--- src/rtl/nrdiv_step.sv ---
module nrdiv_step #(
  parameter int W = 32
) (
  input  logic         clk,
  input  logic         rst_n,
  input  logic         step_i,
  input  logic         init_u_i,
  input  logic         init_s_i,
  input  logic         t_wr_i,
  input  logic         t_in,
  input  logic [W-1:0] divisor_i,
  input  logic [W-1:0] rem_i,
  output logic [W-1:0] rem_o,
  output logic         q_o,
  output logic         m_o,
  output logic         t_o
);

  logic         q_r, m_r, t_r;
  logic [W-1:0] rem_r;

  logic         t_src;
  logic [W-1:0] shifted;
  logic         msb;
  logic         do_sub;
  logic [W:0]   sub_x;
  logic [W:0]   add_x;
  logic         q_sub, q_add, q_nxt;
  logic         init_any;

  assign init_any = init_u_i | init_s_i;
  assign t_src    = t_wr_i ? t_in : t_r;
  assign shifted  = {rem_i[W-2:0], t_src};
  assign msb      = rem_i[W-1];
  assign do_sub   = (q_r == m_r);

  assign sub_x = {1'b0, shifted} - {1'b0, divisor_i};
  assign add_x = {1'b0, shifted} + {1'b0, divisor_i};

  // subtract: old Q=0 -> msb^borrow, old Q=1 -> inverted
  assign q_sub = msb ^ sub_x[W] ^ q_r;
  // add: old Q=0 -> inverted msb^carry, old Q=1 -> msb^carry
  assign q_add = ~(msb ^ add_x[W] ^ q_r);
  assign q_nxt = do_sub ? q_sub : q_add;

  always_ff @(posedge clk or negedge rst_n) begin
    if (!rst_n) begin
      q_r   <= 1'b0;
      m_r   <= 1'b0;
      t_r   <= 1'b0;
      rem_r <= '0;
    end else if (init_s_i) begin
      q_r <= rem_i[W-1];
      m_r <= divisor_i[W-1];
      t_r <= rem_i[W-1] ^ divisor_i[W-1];
    end else if (init_u_i) begin
      q_r <= 1'b0;
      m_r <= 1'b0;
      t_r <= 1'b0;
    end else if (step_i) begin
      q_r   <= q_nxt;
      t_r   <= (q_nxt == m_r);
      rem_r <= do_sub ? sub_x[W-1:0] : add_x[W-1:0];
    end else if (t_wr_i) begin
      t_r <= t_in;
    end
  end

  assign rem_o = rem_r;
  assign q_o   = q_r;
  assign m_o   = m_r;
  assign t_o   = t_r;

  logic unused_ok;
  assign unused_ok = init_any;

endmodule

--- config.mk ---
export PLATFORM = sky130hd
export DESIGN_NAME = nrdiv_step
export DESIGN_NICKNAME = d
export VERILOG_FILES = /design/src/rtl/nrdiv_step.sv
export SDC_FILE = /design/constraint.sdc
export NUM_CORES = 1
export LEC_CHECK = 0
export ABC_AREA = 1
export BUFFER_PORTS_ARGS = -buffer_cell sky130_fd_sc_hd__buf_4
export CAP_MARGIN = 10
export CORE_MARGIN = 3
export CORE_UTILIZATION = 57
export CTS_CLUSTER_SIZE = 8
export DETAILED_ROUTE_END_ITERATION = 16
export GPL_ROUTABILITY_DRIVEN = 0
export PLACE_DENSITY = 0.82
export SLEW_MARGIN = 20
export SYNTH_ARGS = -nofsm -noshare
export SYNTH_HDL_FRONTEND = slang
export SYNTH_SLANG_ARGS = --single-unit
--- constraint.sdc ---
create_clock -name clk -period 2.5 [get_ports clk]
set_input_delay 0.25 -clock clk [delete_from_list [all_inputs] [get_ports clk]]
set_output_delay 0.25 -clock clk [all_outputs]
set_load 0.005 [all_outputs]
==> flow_results.xml, run 1 <==
<?xml version="1.0" encoding="UTF-8"?>
<metrics>
  <group name="global_route">
    <metric name="grt_pass1_vias" unit="">5981</metric>
    <metric name="pin_count_of_the_biggest_net_entering_global_routing" unit="">36</metric>
    <metric name="grt_pass1_wl" unit="um">28400</metric>
    <metric name="globalRouteOverflowTotal" unit="">0</metric>
    <metric name="grt_use_total" unit="">0.313</metric>
    <metric name="antenna_violations_before_repair" unit="">0</metric>
  </group>
  <group name="logic_synthesis">
    <metric name="post_synth_and_or_nand_nor_area_fraction" unit="">0.401</metric>
    <metric name="yosys.area_share.adder" unit="">0.151</metric>
    <metric name="syn_area" unit="um^2">5580</metric>
    <metric name="synth.net_count" unit="">1098</metric>
    <metric name="synthXorXnorAreaFrac" unit="">0.0204</metric>
    <metric name="multiplexer_share_of_the_synthesized_area" unit="">0</metric>
    <metric name="synth_sequential_area_ratio" unit="">0.157</metric>
    <metric name="count_of_flip_flops_with_a_built_in_enable_after_synthesis" unit="">0</metric>
    <metric name="synth-compound-area-share" unit="">0.154</metric>
    <metric name="synth-async-reset-ratio" unit="">1.00</metric>
    <metric name="synth_top_family_by_area" unit="">simple AND/OR/NAND/NOR gates</metric>
    <metric name="post-synth-top-area-cell" unit="">nand2_1</metric>
    <metric name="post_synth_main_area_contributors" unit="">nand2_1 (19%), dfrtp_1 (16%), ha_1 (14%)</metric>
    <metric name="syn_avg_cell_area" unit="um^2">5.80</metric>
    <metric name="postSynthCellCount" unit="">961</metric>
    <metric name="synth_ff_type" unit="">dfrtp_1</metric>
    <metric name="synth_largest_type_area_fraction" unit="">0.193</metric>
    <metric name="ys_ff_latch" unit="">35</metric>
    <metric name="synthDistinctLibCells" unit="">41</metric>
    <metric name="yosys_warnings" unit="">0</metric>
  </group>
  <group name="place">
    <metric name="dpl-instance-area" unit="um^2">6510</metric>
    <metric name="hpwl" unit="um">14400</metric>
    <metric name="placed_cells_incl_taps" unit="">1188</metric>
    <metric name="dpl_worst_slack" unit="ns">0.0663</metric>
    <metric name="portBuffers" unit="">105</metric>
  </group>
  <group name="drt">
    <metric name="drt_first_pass_iters" unit="">6</metric>
    <metric name="routed_wire_length_per_instance" unit="um">14.6</metric>
    <metric name="postRouteWirelength" unit="um">17500</metric>
    <metric name="antenna_left" unit="">0</metric>
    <metric name="vias" unit="">6647</metric>
    <metric name="drc" unit="">0</metric>
    <metric name="detail_route.vias_per_cell" unit="">5.56</metric>
    <metric name="detail_route.iter0.violations" unit="">821</metric>
  </group>
  <group name="die">
    <metric name="start_util" unit="">0.595</metric>
    <metric name="floorplan_die_height" unit="um">105</metric>
    <metric name="fp-row-count" unit="">35</metric>
    <metric name="core_area" unit="um^2">9370</metric>
    <metric name="floorplan.die_area" unit="um^2">11000</metric>
    <metric name="io_pins" unit="">106</metric>
    <metric name="chipWidth" unit="um">105</metric>
  </group>
  <group name="sta">
    <metric name="worst_slew_margin_rel" unit="">0.594</metric>
    <metric name="setup_slack" unit="ns">0.149</metric>
    <metric name="worst-slew-pin-transition" unit="ns">0.608</metric>
    <metric name="grt_setup_unrepaired" unit="">true</metric>
    <metric name="final-max-slew-violation-count" unit="">0</metric>
    <metric name="fin_crit_sh" unit="">0.940</metric>
    <metric name="finalWorstPathRequiredPeriod" unit="ns">2.35</metric>
    <metric name="finalHoldViolations" unit="">0</metric>
    <metric name="total_setup_violations_reported_at_the_end_of_the_flow" unit="">0</metric>
    <metric name="clock.fmax" unit="MHz">425</metric>
    <metric name="worst_clock_skew" unit="ns">0.0181</metric>
  </group>
  <group name="worst_setup_path">
    <metric name="critPathArrivalTime" unit="ns">2.52</metric>
    <metric name="end_kind" unit="">flip-flop</metric>
    <metric name="worst_path_max_fanout" unit="">3</metric>
    <metric name="critPathRequiredTime" unit="ns">2.67</metric>
    <metric name="ws_path_type" unit="">reg2reg</metric>
    <metric name="timing.critical_path.from_type" unit="">flip-flop</metric>
  </group>
  <group name="final_layout">
    <metric name="area_growth" unit="%">18.6</metric>
    <metric name="number_of_diodes_added_for_antenna_fixing" unit="">0</metric>
    <metric name="finalNonFillerCells" unit="">1196</metric>
    <metric name="fin_area" unit="um^2">6620</metric>
    <metric name="post_route_cells_drive_above_1_share" unit="">0.162</metric>
    <metric name="final_net_count" unit="">1204</metric>
  </group>
  <group name="cts">
    <metric name="tritoncts.num_buffers" unit="">5</metric>
    <metric name="worst_skew_pair.late_latency" unit="ns">0.30</metric>
    <metric name="cts_h_tree_depth" unit="">2</metric>
    <metric name="clock-root-buffer" unit="">clkbuf_8</metric>
    <metric name="clkSlewWorstSetupHoldPaths" unit="ns">0.07</metric>
    <metric name="clkSinkCount" unit="">35</metric>
    <metric name="clock_tree_from_tritoncts" unit="">built</metric>
    <metric name="clk_path_buf_depth" unit="">2</metric>
    <metric name="cts.repair_timing.setup_buffer_count" unit="">0</metric>
  </group>
  <group name="power">
    <metric name="worst_ir_drop_vdd" unit="uV">205</metric>
    <metric name="p_leak" unit="nW">3.62</metric>
    <metric name="power_per_cell_area" unit="nW/um^2">444</metric>
  </group>
  <group name="flow_run">
    <metric name="max_cap_viol_count" unit="">0</metric>
  </group>
  <group name="min_path">
    <metric name="worst_hold_path_type" unit="">in2reg</metric>
  </group>
  <group name="run_status">
    <metric name="run_status" unit="">completed</metric>
  </group>
</metrics>
cell type report:
type,count,area (um^2)
clock buffer,6,82.6
clock inverter,1,5.00
fill,925,2760
inverter,147,552
multi-input combinational,761,4060
sequential,35,876
tap,129,161
timing repair buffer,117,881
synthesized netlist by cell type (all sizes together) (2+ instances only):
cell type	number
o21ai	53
nor2	104
o21bai	14
nand3b	5
xnor2	3
nand4	7
nand3	81
a21o	3
dfrtp	35
clkbuf	3
a21boi	2
ha	64
inv	145
a31oi	8
xor2	10
buf	15
clkinv	2
nand2	304
fa	2
a21oi	70
nor3	22
nor4	3
power breakdown:
part / switching [mW] / internal, mW / total (mW)
sequential: 0.0861 / 0.705 / 0.791
combinational: 1.02 / 0.680 / 1.70
clock: 0.222 / 0.217 / 0.439
cells in the final DEF, fill, tap and decap left out, types with 3 or more instances in the layout:
cell      instances
a21oi_1          64
nand2_2          17
nand3_1          79
dfrtp_1          35
xor2_1           10
buf_4           116
o21ai_1          12
xnor2_1           3
inv_2            17
o21ai_0          40
inv_1           128
o21bai_1         14
nand2_1         287
nand3b_1          5
ha_1             64
a21o_1            3
clkbuf_8          6
a31oi_1           8
nor2_1          101
nor4_1            3
a21oi_2           6
nor3_1           20
nand4_1           7
cells by family after synthesis:
kind of cell	count (synthesis)
simple gates	529
buf+inv	165
compound gates	153
fa+ha+maj	66
flops	35
xor+xnor	13
flip-flops by register name, summed over array words and instances, names as in the netlist:
signal / count
m_o: 1
q_o: 1
rem_o: 32
t_o: 1
final timing paths:
kind / start / endpoint / slack (ns) / cells after the start
max: t_o / rem_o[25] / 0.15 / 14
min: init_s_i / m_o / 0.22 / 3
max reg2reg: t_o / rem_o[25] / 0.15 / 14
min reg2reg: rem_o[27] / rem_o[27] / 0.48 / 2
max in group asynchronous: rst_n / rem_o[29] / 1.69 / 2
min in group asynchronous: rst_n / rem_o[12] / 0.46 / 2
critical path: stages (launching register included):
cell	delay [ns]
dfrtp_1	0.38
o21ai_1	0.21
ha_1	0.26
inv_1	0.09
nand3_1	0.07
nand2_1	0.07
a21oi_1	0.31
nand3b_1	0.16
nand3_1	0.18
nand2_1	0.11
nand2_1	0.08
nand2_1	0.08
nand2_1	0.04
nand3_1	0.13
nand2_1	0.06
metrics by stage:
stage / utilization / power, mW / hold WS [ns] / setup TNS, ns
finish: 0.706 / 2.93 / 0.216 / 0
floorplan: - / 1.81 / -0.0456 / 0
global placement: 0.695 / 2.43 / 0.233 / 0
global route: 0.706 / 3.16 / 0.252 / -0.0103
CTS: 0.705 / 2.90 / 0.206 / 0
detailed placement: 0.695 / 2.46 / 0.234 / 0
metal layers:
| layer | vias to the layer above | GRT usage | wire length, um |
|---|---|---|---|
| met5 | - | 0 | 0 |
| met4 | 0 | 0.0684 | 417 |
| met3 | 50 | 0.0500 | 2270 |
| met2 | 411 | 0.480 | 7380 |
| met1 | 2907 | 0.462 | 7420 |
| li1 | 3279 | - | - |
what timing repair did:
action / CTS / global route
setup endpoints to repair: 0 / 9
endpoints found under the hold margin: 35 / 0
hold buffers: 1 / 0
gates resized for setup: 0 / 4
No activity file was read; power rests on OpenSTA's default activity.
==> run 2, diff against run 1 <==
Settings changed: CORE_UTILIZATION 57 to 58, PLACE_DENSITY 0.82 to 0.83.
==> run 2 against run 1 <==
Die area fell by 1.6%. Clock-buffer cell count is 1 lower. Clock skew fell by 0.0044 ns. Non-clock buffer count up 3. Via count is 1.2% higher. Critical path type unchanged. Largest cell class unchanged.
==> flow_results.xml, run 2 (synthesized netlist as in run 1, its figures left out) <==
<?xml version="1.0" encoding="UTF-8"?>
<metrics>
  <group name="flow_run">
    <metric name="max_cap_viol_count" unit="">0</metric>
  </group>
  <group name="final_layout">
    <metric name="layout.cells.most_common" unit="">nand2_1</metric>
    <metric name="area_growth" unit="%">19.6</metric>
    <metric name="num-fill-cells" unit="">875</metric>
    <metric name="final_net_count" unit="">1207</metric>
    <metric name="seq_area" unit="um^2">876</metric>
    <metric name="multi_input_area" unit="um^2">4060</metric>
    <metric name="largest_register_ff_count" unit="">32</metric>
    <metric name="number_of_diodes_added_for_antenna_fixing" unit="">0</metric>
    <metric name="post_route_cells_drive_above_1_share" unit="">0.167</metric>
    <metric name="finalCoreUtilization" unit="">0.718</metric>
    <metric name="mostFrequentLayoutCells" unit="">nand2_1 (287), inv_1 (128), buf_4 (119)</metric>
  </group>
  <group name="sta">
    <metric name="finalWorstPathRequiredPeriod" unit="ns">2.30</metric>
    <metric name="total_setup_violations_reported_at_the_end_of_the_flow" unit="">0</metric>
    <metric name="fin_crit_sh" unit="">0.922</metric>
    <metric name="finalHoldViolations" unit="">0</metric>
    <metric name="clock.fmax" unit="MHz">434</metric>
    <metric name="worst_clock_skew" unit="ns">0.0136</metric>
    <metric name="worst-slew-pin-transition" unit="ns">0.569</metric>
    <metric name="accumulated_negative_setup_slack" unit="ns">0</metric>
    <metric name="final-max-slew-violation-count" unit="">0</metric>
    <metric name="worst_slew_margin_rel" unit="">0.620</metric>
  </group>
  <group name="global_route">
    <metric name="grt_pass1_vias" unit="">6021</metric>
    <metric name="grt_use_total" unit="">0.319</metric>
    <metric name="antenna_violations_before_repair" unit="">0</metric>
    <metric name="globalRouteOverflowTotal" unit="">0</metric>
    <metric name="grt_pass1_wl" unit="um">28600</metric>
    <metric name="pin_count_of_the_biggest_net_entering_global_routing" unit="">36</metric>
  </group>
  <group name="die">
    <metric name="chipWidth" unit="um">104</metric>
    <metric name="fp-row-count" unit="">35</metric>
    <metric name="floorplan_die_height" unit="um">104</metric>
    <metric name="start_util" unit="">0.601</metric>
    <metric name="floorplan.die_area" unit="um^2">10800</metric>
    <metric name="io_pins" unit="">106</metric>
    <metric name="core_area" unit="um^2">9280</metric>
  </group>
  <group name="cts">
    <metric name="clkSinkCount" unit="">35</metric>
    <metric name="clkSlewWorstSetupHoldPaths" unit="ns">0.08</metric>
    <metric name="tritoncts.num_buffers" unit="">5</metric>
    <metric name="clk_path_buf_depth" unit="">2</metric>
    <metric name="cts_h_tree_depth" unit="">2</metric>
    <metric name="clock_tree_from_tritoncts" unit="">built</metric>
    <metric name="clock-root-buffer" unit="">clkbuf_8</metric>
    <metric name="worst_skew_pair.late_latency" unit="ns">0.30</metric>
  </group>
  <group name="worst_setup_path">
    <metric name="critPathRequiredTime" unit="ns">2.67</metric>
    <metric name="cp_cell_sequence" unit="">o21ai_1, inv_1, ha_2, inv_1, fa_2, inv_1, nand2_1, nand2_1, nand3_1, nand2_2, buf_4, o21ai_0, xor2_1, o21ai_0</metric>
    <metric name="critPathArrivalTime" unit="ns">2.47</metric>
    <metric name="cp_top_family" unit="">compound AO/OA/AOI/OAI gates</metric>
    <metric name="cp_common_cell" unit="">inv_1</metric>
    <metric name="timing.critical_path.from_type" unit="">flip-flop</metric>
    <metric name="critical_path.slowest_cell" unit="">dfrtp_1</metric>
    <metric name="end_kind" unit="">flip-flop</metric>
    <metric name="worst_path_max_fanout" unit="">3</metric>
    <metric name="critical-path-max-stage-delay" unit="ns">0.38</metric>
    <metric name="cp_num_buf_inv" unit="">4</metric>
    <metric name="ws_path_type" unit="">reg2reg</metric>
    <metric name="setup.reg_to_reg.worst_slack" unit="ns">0.20</metric>
  </group>
  <group name="power">
    <metric name="netSwitchingFraction" unit="">0.444</metric>
    <metric name="worst_ir_drop_vdd" unit="uV">246</metric>
    <metric name="p_leak" unit="nW">3.65</metric>
    <metric name="total_switching_power" unit="mW">1.35</metric>
    <metric name="power_per_cell_area" unit="nW/um^2">456</metric>
    <metric name="relative_contribution_of_the_clock_network_to_total_power" unit="">0.173</metric>
    <metric name="total_power" unit="mW">3.04</metric>
    <metric name="pwr-share-comb" unit="">0.565</metric>
    <metric name="internal-power" unit="mW">1.69</metric>
    <metric name="seq_power_share" unit="">0.262</metric>
  </group>
  <group name="drt">
    <metric name="postRouteWirelength" unit="um">17600</metric>
    <metric name="routed_wire_length_per_instance" unit="um">14.7</metric>
    <metric name="detail_route.vias_per_cell" unit="">5.60</metric>
    <metric name="drc" unit="">0</metric>
    <metric name="vias" unit="">6725</metric>
    <metric name="drt_first_pass_iters" unit="">7</metric>
    <metric name="detail_route.iter0.violations" unit="">725</metric>
    <metric name="antenna_left" unit="">0</metric>
  </group>
  <group name="place">
    <metric name="hpwl" unit="um">14300</metric>
    <metric name="portBuffers" unit="">105</metric>
  </group>
  <group name="min_path">
    <metric name="worst_hold_path_type" unit="">in2reg</metric>
  </group>
  <group name="run_status">
    <metric name="run_status" unit="">completed</metric>
  </group>
</metrics>
[run 2: metrics by stage]
stage / area [um^2] / setup WS (ns) / instances / hold slack, ns
after floorplan: 5580 / 0.355 / 961 / -0.0456
after global placement: 6520 / 0.118 / 1189 / 0.232
after detailed placement: 6520 / 0.0811 / 1189 / 0.233
after CTS: 6640 / 0.0994 / 1198 / 0.207
after global routing: 6670 / -0.00241 / 1200 / 0.240
final: 6670 / 0.195 / 1200 / 0.201
[run 2: timing repair]
action	4_1_cts	5_1_grt
gates resized for setup	0	6
buffers inserted	0	2
hold endpoints to repair	35	0
hold buffers	1	0
endpoints found under the setup margin	0	11
[run 2: layout make-up]
cell class	instances	area share
clock buffers	5	0.0103
clock inverters	3	0.00657
inverters	147	0.0828
multi-input cells	761	0.609
flip-flops and latches	35	0.131
well taps	129	0.0242
repair buffers	120	0.135
[run 2: power by group through the flow]
| stage | Sequential, mW | Combinational [mW] | Clock, mW |
|---|---|---|---|
| global route | 0.815 | 1.90 | 0.548 |
| finish | 0.797 | 1.72 | 0.525 |
| global placement | 0.800 | 1.63 | 0 |
| detailed placement | 0.804 | 1.65 | 0 |
| floorplan | 0.800 | 1.01 | 0 |
| CTS | 0.794 | 1.67 | 0.528 |
[run 2: layer usage]
metal	vias to the layer above	routed length [um]	GRT usage
met1	3000	7400	0.445
met2	381	7560	0.489
met3	56	2150	0.0770
met4	0	525	0.0950
met5	-	0	0
li1	3288	-	-
[run 2: path summary, 6_finish.rpt]
path | endpoint | start | depth (start not counted)
worst max-delay path | rem_o[8] | t_o | 14
worst min-delay path | m_o | init_s_i | 3
worst max register to register | rem_o[8] | t_o | 14
worst min register to register | rem_o[19] | rem_o[19] | 2
max in group asynchronous | rem_o[17] | rst_n | 2
min in group asynchronous | rem_o[9] | rst_n | 2
[run 2: tightest hold or removal path, cell delays in order]
cell,delay (ns)
buf_4,0.10
nand2_1,0.04
o21ai_0,0.06
